### src/rtl/cfgbar_pkg.sv
// Shared constants and helpers for the configuration-space base decoder.
// Assumes a 32-bit dword register port and six base-address slots.
package cfgbar_pkg;
    localparam int NUM_SLOTS  = 6;
    localparam int SLOT_W     = 3;
    localparam int DATA_W     = 32;
    localparam int CFG_AW     = 6;

    // Dword indices whose positions software depends on.
    localparam logic [CFG_AW-1:0] IDX_IDENT  = 6'd0;
    localparam logic [CFG_AW-1:0] IDX_CMD    = 6'd1;
    localparam logic [CFG_AW-1:0] IDX_CLASS  = 6'd2;
    localparam logic [CFG_AW-1:0] IDX_HDR    = 6'd3;
    localparam logic [CFG_AW-1:0] IDX_SLOT0  = 6'd4;

    // Size in bytes of slot i; zero marks an unimplemented slot.
    function automatic int unsigned slot_bytes(int i, int unsigned b0, int unsigned b1);
        return (i == 0) ? b0 : (i == 1) ? b1 : 0;
    endfunction

    // Mask that keeps the base bits above the window size.
    function automatic logic [DATA_W-1:0] size_mask(int unsigned bytes);
        return ~(DATA_W'(bytes) - DATA_W'(1));
    endfunction
endpackage

### src/rtl/cfgbar_slot.sv
// One implemented base-address slot: storage, readback and address window.
// Assumes BYTES is a nonzero power of two; IS_IO selects the fixed space bit.
module cfgbar_slot
    import cfgbar_pkg::*;
#(
    parameter int unsigned BYTES = 256,
    parameter bit          IS_IO = 1'b0
) (
    input  logic              clk,
    input  logic              rst_n,
    input  logic              wr_en,
    input  logic [DATA_W-1:0] wdata,
    input  logic [DATA_W-1:0] addr,
    output logic [DATA_W-1:0] rd_val,
    output logic              hit,
    output logic [DATA_W-1:0] off
);
    localparam logic [DATA_W-1:0] TYPE_BITS = IS_IO ? DATA_W'(1) : '0;
    localparam logic [DATA_W-1:0] KEEP_MASK = size_mask(BYTES);

    logic [DATA_W-1:0] stored;
    logic [DATA_W-1:0] base;
    logic [DATA_W:0]   limit;

    // Capture written base with the space bit re-imposed.
    always_ff @(posedge clk) begin
        if (!rst_n)      stored <= TYPE_BITS;
        else if (wr_en)  stored <= wdata | TYPE_BITS;
    end

    // Readback hides the bits below the window size.
    always_comb rd_val = (stored & KEEP_MASK) | TYPE_BITS;

    // Window compare done in one extra bit so the top never wraps.
    always_comb begin
        base  = stored & ~DATA_W'(1);
        limit = {1'b0, base} + (DATA_W+1)'(BYTES);
        hit   = ({1'b0, addr} >= {1'b0, base}) && ({1'b0, addr} < limit);
        off   = hit ? (addr - base) : '0;
    end
endmodule

### src/rtl/cfgbar_first_hit.sv
// Picks the lowest-numbered window that matched and forwards its offset.
// Assumes per-slot offsets are already zero when a slot did not match.
module cfgbar_first_hit
    import cfgbar_pkg::*;
(
    input  logic [NUM_SLOTS-1:0]             hits,
    input  logic [NUM_SLOTS-1:0][DATA_W-1:0] offs,
    output logic                             any,
    output logic [SLOT_W-1:0]                idx,
    output logic [DATA_W-1:0]                off
);
    // Scan downward so the lowest matching slot is assigned last.
    always_comb begin
        any = 1'b0;
        idx = '0;
        off = '0;
        for (int i = NUM_SLOTS - 1; i >= 0; i--) begin
            if (hits[i]) begin
                any = 1'b1;
                idx = SLOT_W'(i);
                off = offs[i];
            end
        end
    end
endmodule

### src/rtl/cfgbar_rdmux.sv
// Selects configuration read data for a dword index.
// Assumes slot values are pre-formatted; unlisted indices read zero.
module cfgbar_rdmux
    import cfgbar_pkg::*;
#(
    parameter logic [15:0] VENDOR_ID  = 16'hC0DE,
    parameter logic [15:0] DEVICE_ID  = 16'h5A5A,
    parameter logic [23:0] CLASS_CODE = 24'hFF0000
) (
    input  logic [CFG_AW-1:0]                addr,
    input  logic [15:0]                      cmd,
    input  logic [NUM_SLOTS-1:0][DATA_W-1:0] slot_rd,
    output logic [DATA_W-1:0]                rdata
);
    // Fixed words, command and slot readback multiplexed by index.
    always_comb begin
        rdata = '0;
        if (addr == IDX_IDENT)      rdata = {DEVICE_ID, VENDOR_ID};
        else if (addr == IDX_CMD)   rdata = {16'h0000, cmd};
        else if (addr == IDX_CLASS) rdata = {CLASS_CODE, 8'h00};
        else if (addr == IDX_HDR)   rdata = '0;
        else begin
            for (int i = 0; i < NUM_SLOTS; i++) begin
                if (addr == IDX_SLOT0 + CFG_AW'(i)) rdata = slot_rd[i];
            end
        end
    end
endmodule

### src/rtl/cfgbar_decoder.sv
// Configuration registers and base-address decode for a type-0 endpoint.
// Assumes window sizes are powers of two; slot 0 is I/O, slot 1 is memory.
module cfgbar_decoder
    import cfgbar_pkg::*;
#(
    parameter logic [15:0] VENDOR_ID  = 16'hC0DE,
    parameter logic [15:0] DEVICE_ID  = 16'h5A5A,
    parameter logic [23:0] CLASS_CODE = 24'hFF0000,
    parameter int unsigned BAR0_BYTES = 1,
    parameter int unsigned BAR1_BYTES = 256
) (
    input  logic              clk,
    input  logic              rst_n,
    input  logic              cfg_wr,
    input  logic [5:0]        cfg_addr,
    input  logic [31:0]       cfg_wdata,
    output logic [31:0]       cfg_rdata,
    input  logic [31:0]       dec_addr,
    output logic              dec_hit,
    output logic [2:0]        dec_bar,
    output logic [31:0]       dec_off
);
    logic [15:0]                      cmd_q;
    logic [NUM_SLOTS-1:0][DATA_W-1:0] slot_rd;
    logic [NUM_SLOTS-1:0]             slot_hit;
    logic [NUM_SLOTS-1:0][DATA_W-1:0] slot_off;

    // Command register holds the low half of the last write.
    always_ff @(posedge clk) begin
        if (!rst_n)                          cmd_q <= '0;
        else if (cfg_wr && cfg_addr == IDX_CMD) cmd_q <= cfg_wdata[15:0];
    end

    // One slot per implemented window; empty slots read zero, never hit.
    for (genvar g = 0; g < NUM_SLOTS; g++) begin : g_slot
        localparam int unsigned SZ = slot_bytes(g, BAR0_BYTES, BAR1_BYTES);
        if (SZ != 0) begin : g_live
            cfgbar_slot #(.BYTES(SZ), .IS_IO(g == 0)) u_slot (
                .clk    (clk),
                .rst_n  (rst_n),
                .wr_en  (cfg_wr && cfg_addr == IDX_SLOT0 + CFG_AW'(g)),
                .wdata  (cfg_wdata),
                .addr   (dec_addr),
                .rd_val (slot_rd[g]),
                .hit    (slot_hit[g]),
                .off    (slot_off[g])
            );
        end else begin : g_empty
            assign slot_rd[g]  = '0;
            assign slot_hit[g] = 1'b0;
            assign slot_off[g] = '0;
        end
    end

    cfgbar_first_hit u_pick (
        .hits (slot_hit),
        .offs (slot_off),
        .any  (dec_hit),
        .idx  (dec_bar),
        .off  (dec_off)
    );

    cfgbar_rdmux #(
        .VENDOR_ID  (VENDOR_ID),
        .DEVICE_ID  (DEVICE_ID),
        .CLASS_CODE (CLASS_CODE)
    ) u_rd (
        .addr    (cfg_addr),
        .cmd     (cmd_q),
        .slot_rd (slot_rd),
        .rdata   (cfg_rdata)
    );
endmodule

### config.mk
export PLATFORM = sky130hd
export DESIGN_NAME = cfgbar_decoder
export DESIGN_NICKNAME = d
export VERILOG_FILES = /design/src/rtl/cfgbar_pkg.sv /design/src/rtl/cfgbar_slot.sv /design/src/rtl/cfgbar_first_hit.sv /design/src/rtl/cfgbar_rdmux.sv /design/src/rtl/cfgbar_decoder.sv
export SDC_FILE = /design/constraint.sdc
export NUM_CORES = 1
export LEC_CHECK = 0
export BUFFER_PORTS_ARGS = -buffer_cell sky130_fd_sc_hd__buf_2
export CORE_MARGIN = 2
export CORE_UTILIZATION = 59
export CTS_BUF_LIST = sky130_fd_sc_hd__clkbuf_8
export CTS_CLUSTER_SIZE = 25
export DETAILED_ROUTE_END_ITERATION = 12
export HOLD_SLACK_MARGIN = 0.06
export PLACE_DENSITY = 0.89
export SLEW_MARGIN = 20
export SYNTH_ARGS = -nofsm -noshare
export SYNTH_HDL_FRONTEND = slang
export SYNTH_SLANG_ARGS = --single-unit
export TNS_END_PERCENT = 1
### constraint.sdc
create_clock -name clk -period 6.1 [get_ports clk]
set_clock_uncertainty 0.05 [all_clocks]
set_input_delay 0.61 -clock clk [delete_from_list [all_inputs] [get_ports clk]]
set_output_delay 0.61 -clock clk [all_outputs]
set_load 0.05 [all_outputs]
# Yosys cells after proc, flatten, opt, wreduce, memory -nomap -nowiden
# Cells that the tools add are included.
[op_classes]
order_cmp = 4
eq_ne = 9
n_addsub = 4
div = 0
shift = 0
n_mul = 0
reduce_logical = 6
n_bitwise = 0
muxes = 16
[op_table]
columns = ["cell", "count"]
rows = [
  ["$mux 32", 12],
  ["$lt 32x33->1", 2],
  ["$ge 32x32->1", 2],
  ["$sub 32x32->32", 2],
  ["$add 32x1->33 const B", 1],
  ["$add 32x9->33 const B", 1],
  ["$eq 6x3->1 const B", 4],
  ["$eq 6x2->1 const B", 2],
  ["$eq 6x4->1 const B", 2],
  ["$eq 6x1->1 const B", 1],
  ["$logic_not 6->1", 1],
  ["$logic_and 1x1->1", 5],
  ["$mux 1", 4],
]
[word_totals]
mem_bits_rw = 0
latchBits = 0
memories = 0
elab_cells = 42
input_bits = 73
reg_bits = 79
output_inout_bits = 68
romBits = 0

# Logic depth before layout (Yosys ltp)
[depth]
ltp_word = 11
ltp_mapped = 18

# Cells and area by module
# Synthesis repeated with hierarchy kept, for this count alone.
[unflattened]
cells_unflattened = 1330
area_unflattened_um2 = 10968.0
[modules_own_cells]
columns = ["module", "instances", "seq_area_each_um2", "area_per_inst_um2", "cells_each"]
rows = [
  ["cfgbar_slot (g_slot[1].g_live.u_slot)", 1, 620.6, 4117.7, 533],
  ["cfgbar_slot (g_slot[0].g_live.u_slot)", 1, 620.6, 2681.3, 318],
  ["cfgbar_rdmux", 1, 0.0, 1931.9, 194],
  ["cfgbar_first_hit", 1, 0.0, 1546.5, 209],
  ["cfgbar_decoder", 1, 320.3, 690.7, 76],
]

# Worst setup path after synthesis
# Ideal clock, no wire load.
[synth_path]
path_type = "register to output"
startpoint = "register g_slot[1].g_live.u_slot.stored[14]"
endpoint = "output port dec_off[21]"
required_ns = 5.440
setup_slack_ns = 1.430
arrival_ns = 4.010
path_stages_with_launch = 18
cell_sequence = "dfxtp_1 > inv_1 > nor3_1 > and3_1 > nand3_1 > nor2_1 > nand3_1 > xnor2_1 > ha_1 > a21oi_1 > nor2b_1 > nor3_1 > o211a_1 > o211ai_1 > a22o_1 > nand2b_4 > buf_2 > o21ai_0"
[synth_between]
elab_chain_len = 5
elab_cells_between_ends = 7
classes_between = "add/sub (2); order compare (2); mux (2); reduce/logical (1)"
[synth_rtl]
columns = ["element", "line_no", "source"]
rows = [
  ["start, declared", "cfgbar_slot.sv:21", "logic [DATA_W-1:0] stored;"],
  ["start signal, assigned", "cfgbar_slot.sv:28", "else if (wr_en) stored <= wdata | TYPE_BITS;"],
  ["$add 32x9->33", "cfgbar_slot.sv:37", "limit = {1'b0, base} + (DATA_W+1)'(BYTES);"],
  ["$lt 32x33->1", "cfgbar_slot.sv:38", "hit = ({1'b0, addr} >= {1'b0, base}) && ({1'b0, addr} < limit);"],
  ["$logic_and 1x1->1", "cfgbar_slot.sv:38", ""],
  ["$mux 32 * (2 in series)", "cfgbar_first_hit.sv:18", "if (hits[i]) begin"],
  ["end, declared", "cfgbar_decoder.sv:21", "output logic [31:0] dec_off"],
]
# Mark *: on every way between the ends. The rest lies on a longest branch, timed or not.

# Final worst setup path
[layout_path]
startpoint = "register g_slot[1].g_live.u_slot.stored[14]"
endpoint = "output port dec_off[30]"
# The elaborated chain is that of the path after synthesis.

==> flow_summary.yaml <==
outcome:
  outcome: "complete, no violations"
clock_network:
  cts_resized: 0
  cts_setup_buffers: 0
  clk_pin_slew_ns: 0.08
  tritoncts: "yes"
  htree_levels: 3
  cts_inserted_buffers: 9
  cts_root_buf: "clkbuf_8"
  ctsHoldBuffers: 0
  clk_latency_ns: 0.36
  clock_path_buffers: 2
  cts.sinks: 78
sta:
  tns_ns: 0
  fmax_ghz: 0.197
  worst_slew_pin_slew_ns: 0.809
  max-slew-margin-rel: 0.461
  setup_viol: 0
  final_hold_viol_count: 0
  rsz0062_at_grt: "no"
  fin_crit_ns: 5.08
  fin_crit_sh: 0.833
  slew_viol_final: 0
synth:
  synth_common_cells: "nand2_1, ha_1, a21boi_0, a21oi_1, dfxtp_1"
  ys_seq_area_frac: 0.206
  syn-cell-area_mm2: 0.00759
  avgSynthCellArea_um2: 7.14
  synth-simple-area-share: 0.224
  yosysMostFrequentCell: "nand2_1"
  synth_top_family_by_area: "compound AO/OA/AOI/OAI gates"
  synthXorXnorAreaFrac: 0.0531
  yosysTopAreaCell: "dfxtp_1"
  synth_top_area_share: 0.206
  synthTopCellsByArea: "dfxtp_1, ha_1, nand2_1"
  synth_seq_cells: 78
  ys.warnings.count: 0
  synth_edf_count: 0
  async_flop_share: 0
  synth_compound_area_frac: 0.294
  ys.flop_type: "dfxtp_1"
  synthAdderAreaFrac: 0.150
  synth_cells: 1063
  ys_types: 69
  muxShareOfSynthArea: 0.00528
die:
  floorplan.initialDensity: 0.604
  die_h_um: 117
  dieArea_mm2: 0.0138
  dieWidth_um: 117
  ios: 141
  rows: 41
  design.core.area_mm2: 0.0126
setup_path:
  worstSetupPathType: "register to output port"
  path_max_fanout: 30
  reg2reg_depth: 2
  path_depth: 17
  path_cells: "inv_1 -> nor3_1 -> and3_1 -> nand3_1 -> nor2_1 -> nand3_1 -> xnor2_1 -> ha_1 -> a21oi_1 -> nor2b_1 -> o21ai_0 -> o211a_1 -> o211ai_1 -> a22o_1 -> nand2b_4 -> o31ai_2 -> buf_2"
  critPathCaptureType: "output port"
  slowest_delay_ns: 0.48
  cp_common_cell: "nand3_1"
  start_kind: "register"
  path_delay_family: "simple AND/OR/NAND/NOR gates"
  cp_data_arrival_time_ns: 4.42
  crit_buf_inv: 2
  slowest_stage: "dfxtp_1"
  required_ns: 5.44
pwr:
  power_mw: 1.37
  peakVddDrop_mv: 0.134
  power_per_cell_area_mw_per_mm2: 160
  p_leak_nw: 3.35
worst_hold_path:
  hp-class: "register to register"
  holdPathStages: 2
drt:
  vias_per_cell: 5.99
  post_drt_wl_per_cell_um: 16.8
  drtPass1Iterations: 5
  first_iter_violations: 950
  drcViolationCount: 0
  routed_wl_um: 22500
  ant_nets: 0
  vias: 8044
global_routing:
  grt_pass1_vias: 7527
  grt.overflow.total: 0
  antenna_found_initial: 0
  grt_pass1_wl_um: 36900
  grt_max_degree: 79
  track_usage: 0.324
place:
  place.gp.congestion: 0.953
  port_buffers: 138
  hpwl_um: 17500
job:
  maxCapViolations: 0
layout:
  diodes: 0
  nets: 1329
  area_growth_pct: 12.7
  layout-drive-gt1-share: 0.156
-- sequential cells by signal (all words and copies together), names as in the netlist --
signal                       flops
cmd_q                           16
g_slot.g_live.u_slot.stored     62
-- routing by layer --
metal  vias to the layer above  global-route usage  wire (µm)
li1                       3929                   -          -
met1                      3662               0.459      10100
met2                       406               0.507       9950
met3                        47              0.0447       1970
met4                         0               0.103        530
met5                         -                   0          0
-- per-stage QoR --
step / cell area [µm²] / std cells / util / hold slack (ns) / setup WS, ns
finish: 8550 / 1342 / 0.681 / 0.417 / 1.02
global route: 8550 / 1342 / 0.681 / 0.442 / 0.680
CTS: 8540 / 1342 / 0.680 / 0.422 / 1.09
detailed placement: 8320 / 1327 / 0.662 / 0.411 / 1.49
global placement: 8320 / 1327 / 0.662 / 0.404 / 1.69
floorplan: 7590 / 1064 / - / 0.393 / 1.43
-- layout make-up --
cell class	instances	area (µm²)
Inverter	76	285
Tap cell	172	215
Fill cell	1051	4020
Timing Repair Buffer	143	731
Multi-Input combinational cell	858	5540
Clock buffer	10	138
Clock inverter	5	83.8
Sequential cell	78	1560
-- path summary, 6_finish.rpt --
kind	from	to	slack, ns
max	g_slot[1].g_live.u_slot.stored[14]	dec_off[30]	1.02
min	cmd_q[3]	cmd_q[3]	0.42
max reg2reg	g_slot[1].g_live.u_slot.stored[14]	g_slot[1].g_live.u_slot.stored[14]	5.23
min reg2reg	cmd_q[3]	cmd_q[3]	0.42
-- cells by family after synthesis --
logic type      count (synthesis)
other cells                     1
fa+ha+maj                      90
simple gates                  374
mux                             4
flops                          78
compound gates                342
xor+xnor                       46
buf+inv                       128
-- worst min-delay path, cell delays in order, from the launching register on --
cell and delay, ns:
dfxtp_1 0.31, nand2_1 0.05, a21boi_0 0.06
-- power by group --
group          leakage [nW]  switching (mW)  total (mW)  internal [mW]
Clock                 0.105           0.191       0.431          0.240
Sequential            0.628         0.00211       0.513          0.511
Combinational          2.62           0.287       0.427          0.140
Total                  3.35           0.480        1.37          0.890
-- cell usage in the layout, fill, tap and decap left out, types with 4 or more instances in the layout --
master,n
a211oi_1,6
a21boi_0,78
a21o_1,33
a21oi_1,78
a22o_1,7
and2_1,6
and3_1,13
and4_1,4
buf_2,137
buf_4,6
clkbuf_8,10
dfxtp_1,78
ha_1,88
inv_1,76
mux2i_1,4
nand2_1,215
nand2b_1,7
nand3_1,26
nand4_1,16
nor2_1,32
nor2b_1,8
nor3_1,20
o211ai_1,5
o21ai_0,77
o21ai_1,10
or2_2,5
xnor2_1,35
xor2_1,11
No activity file was read; power rests on OpenSTA's default activity.
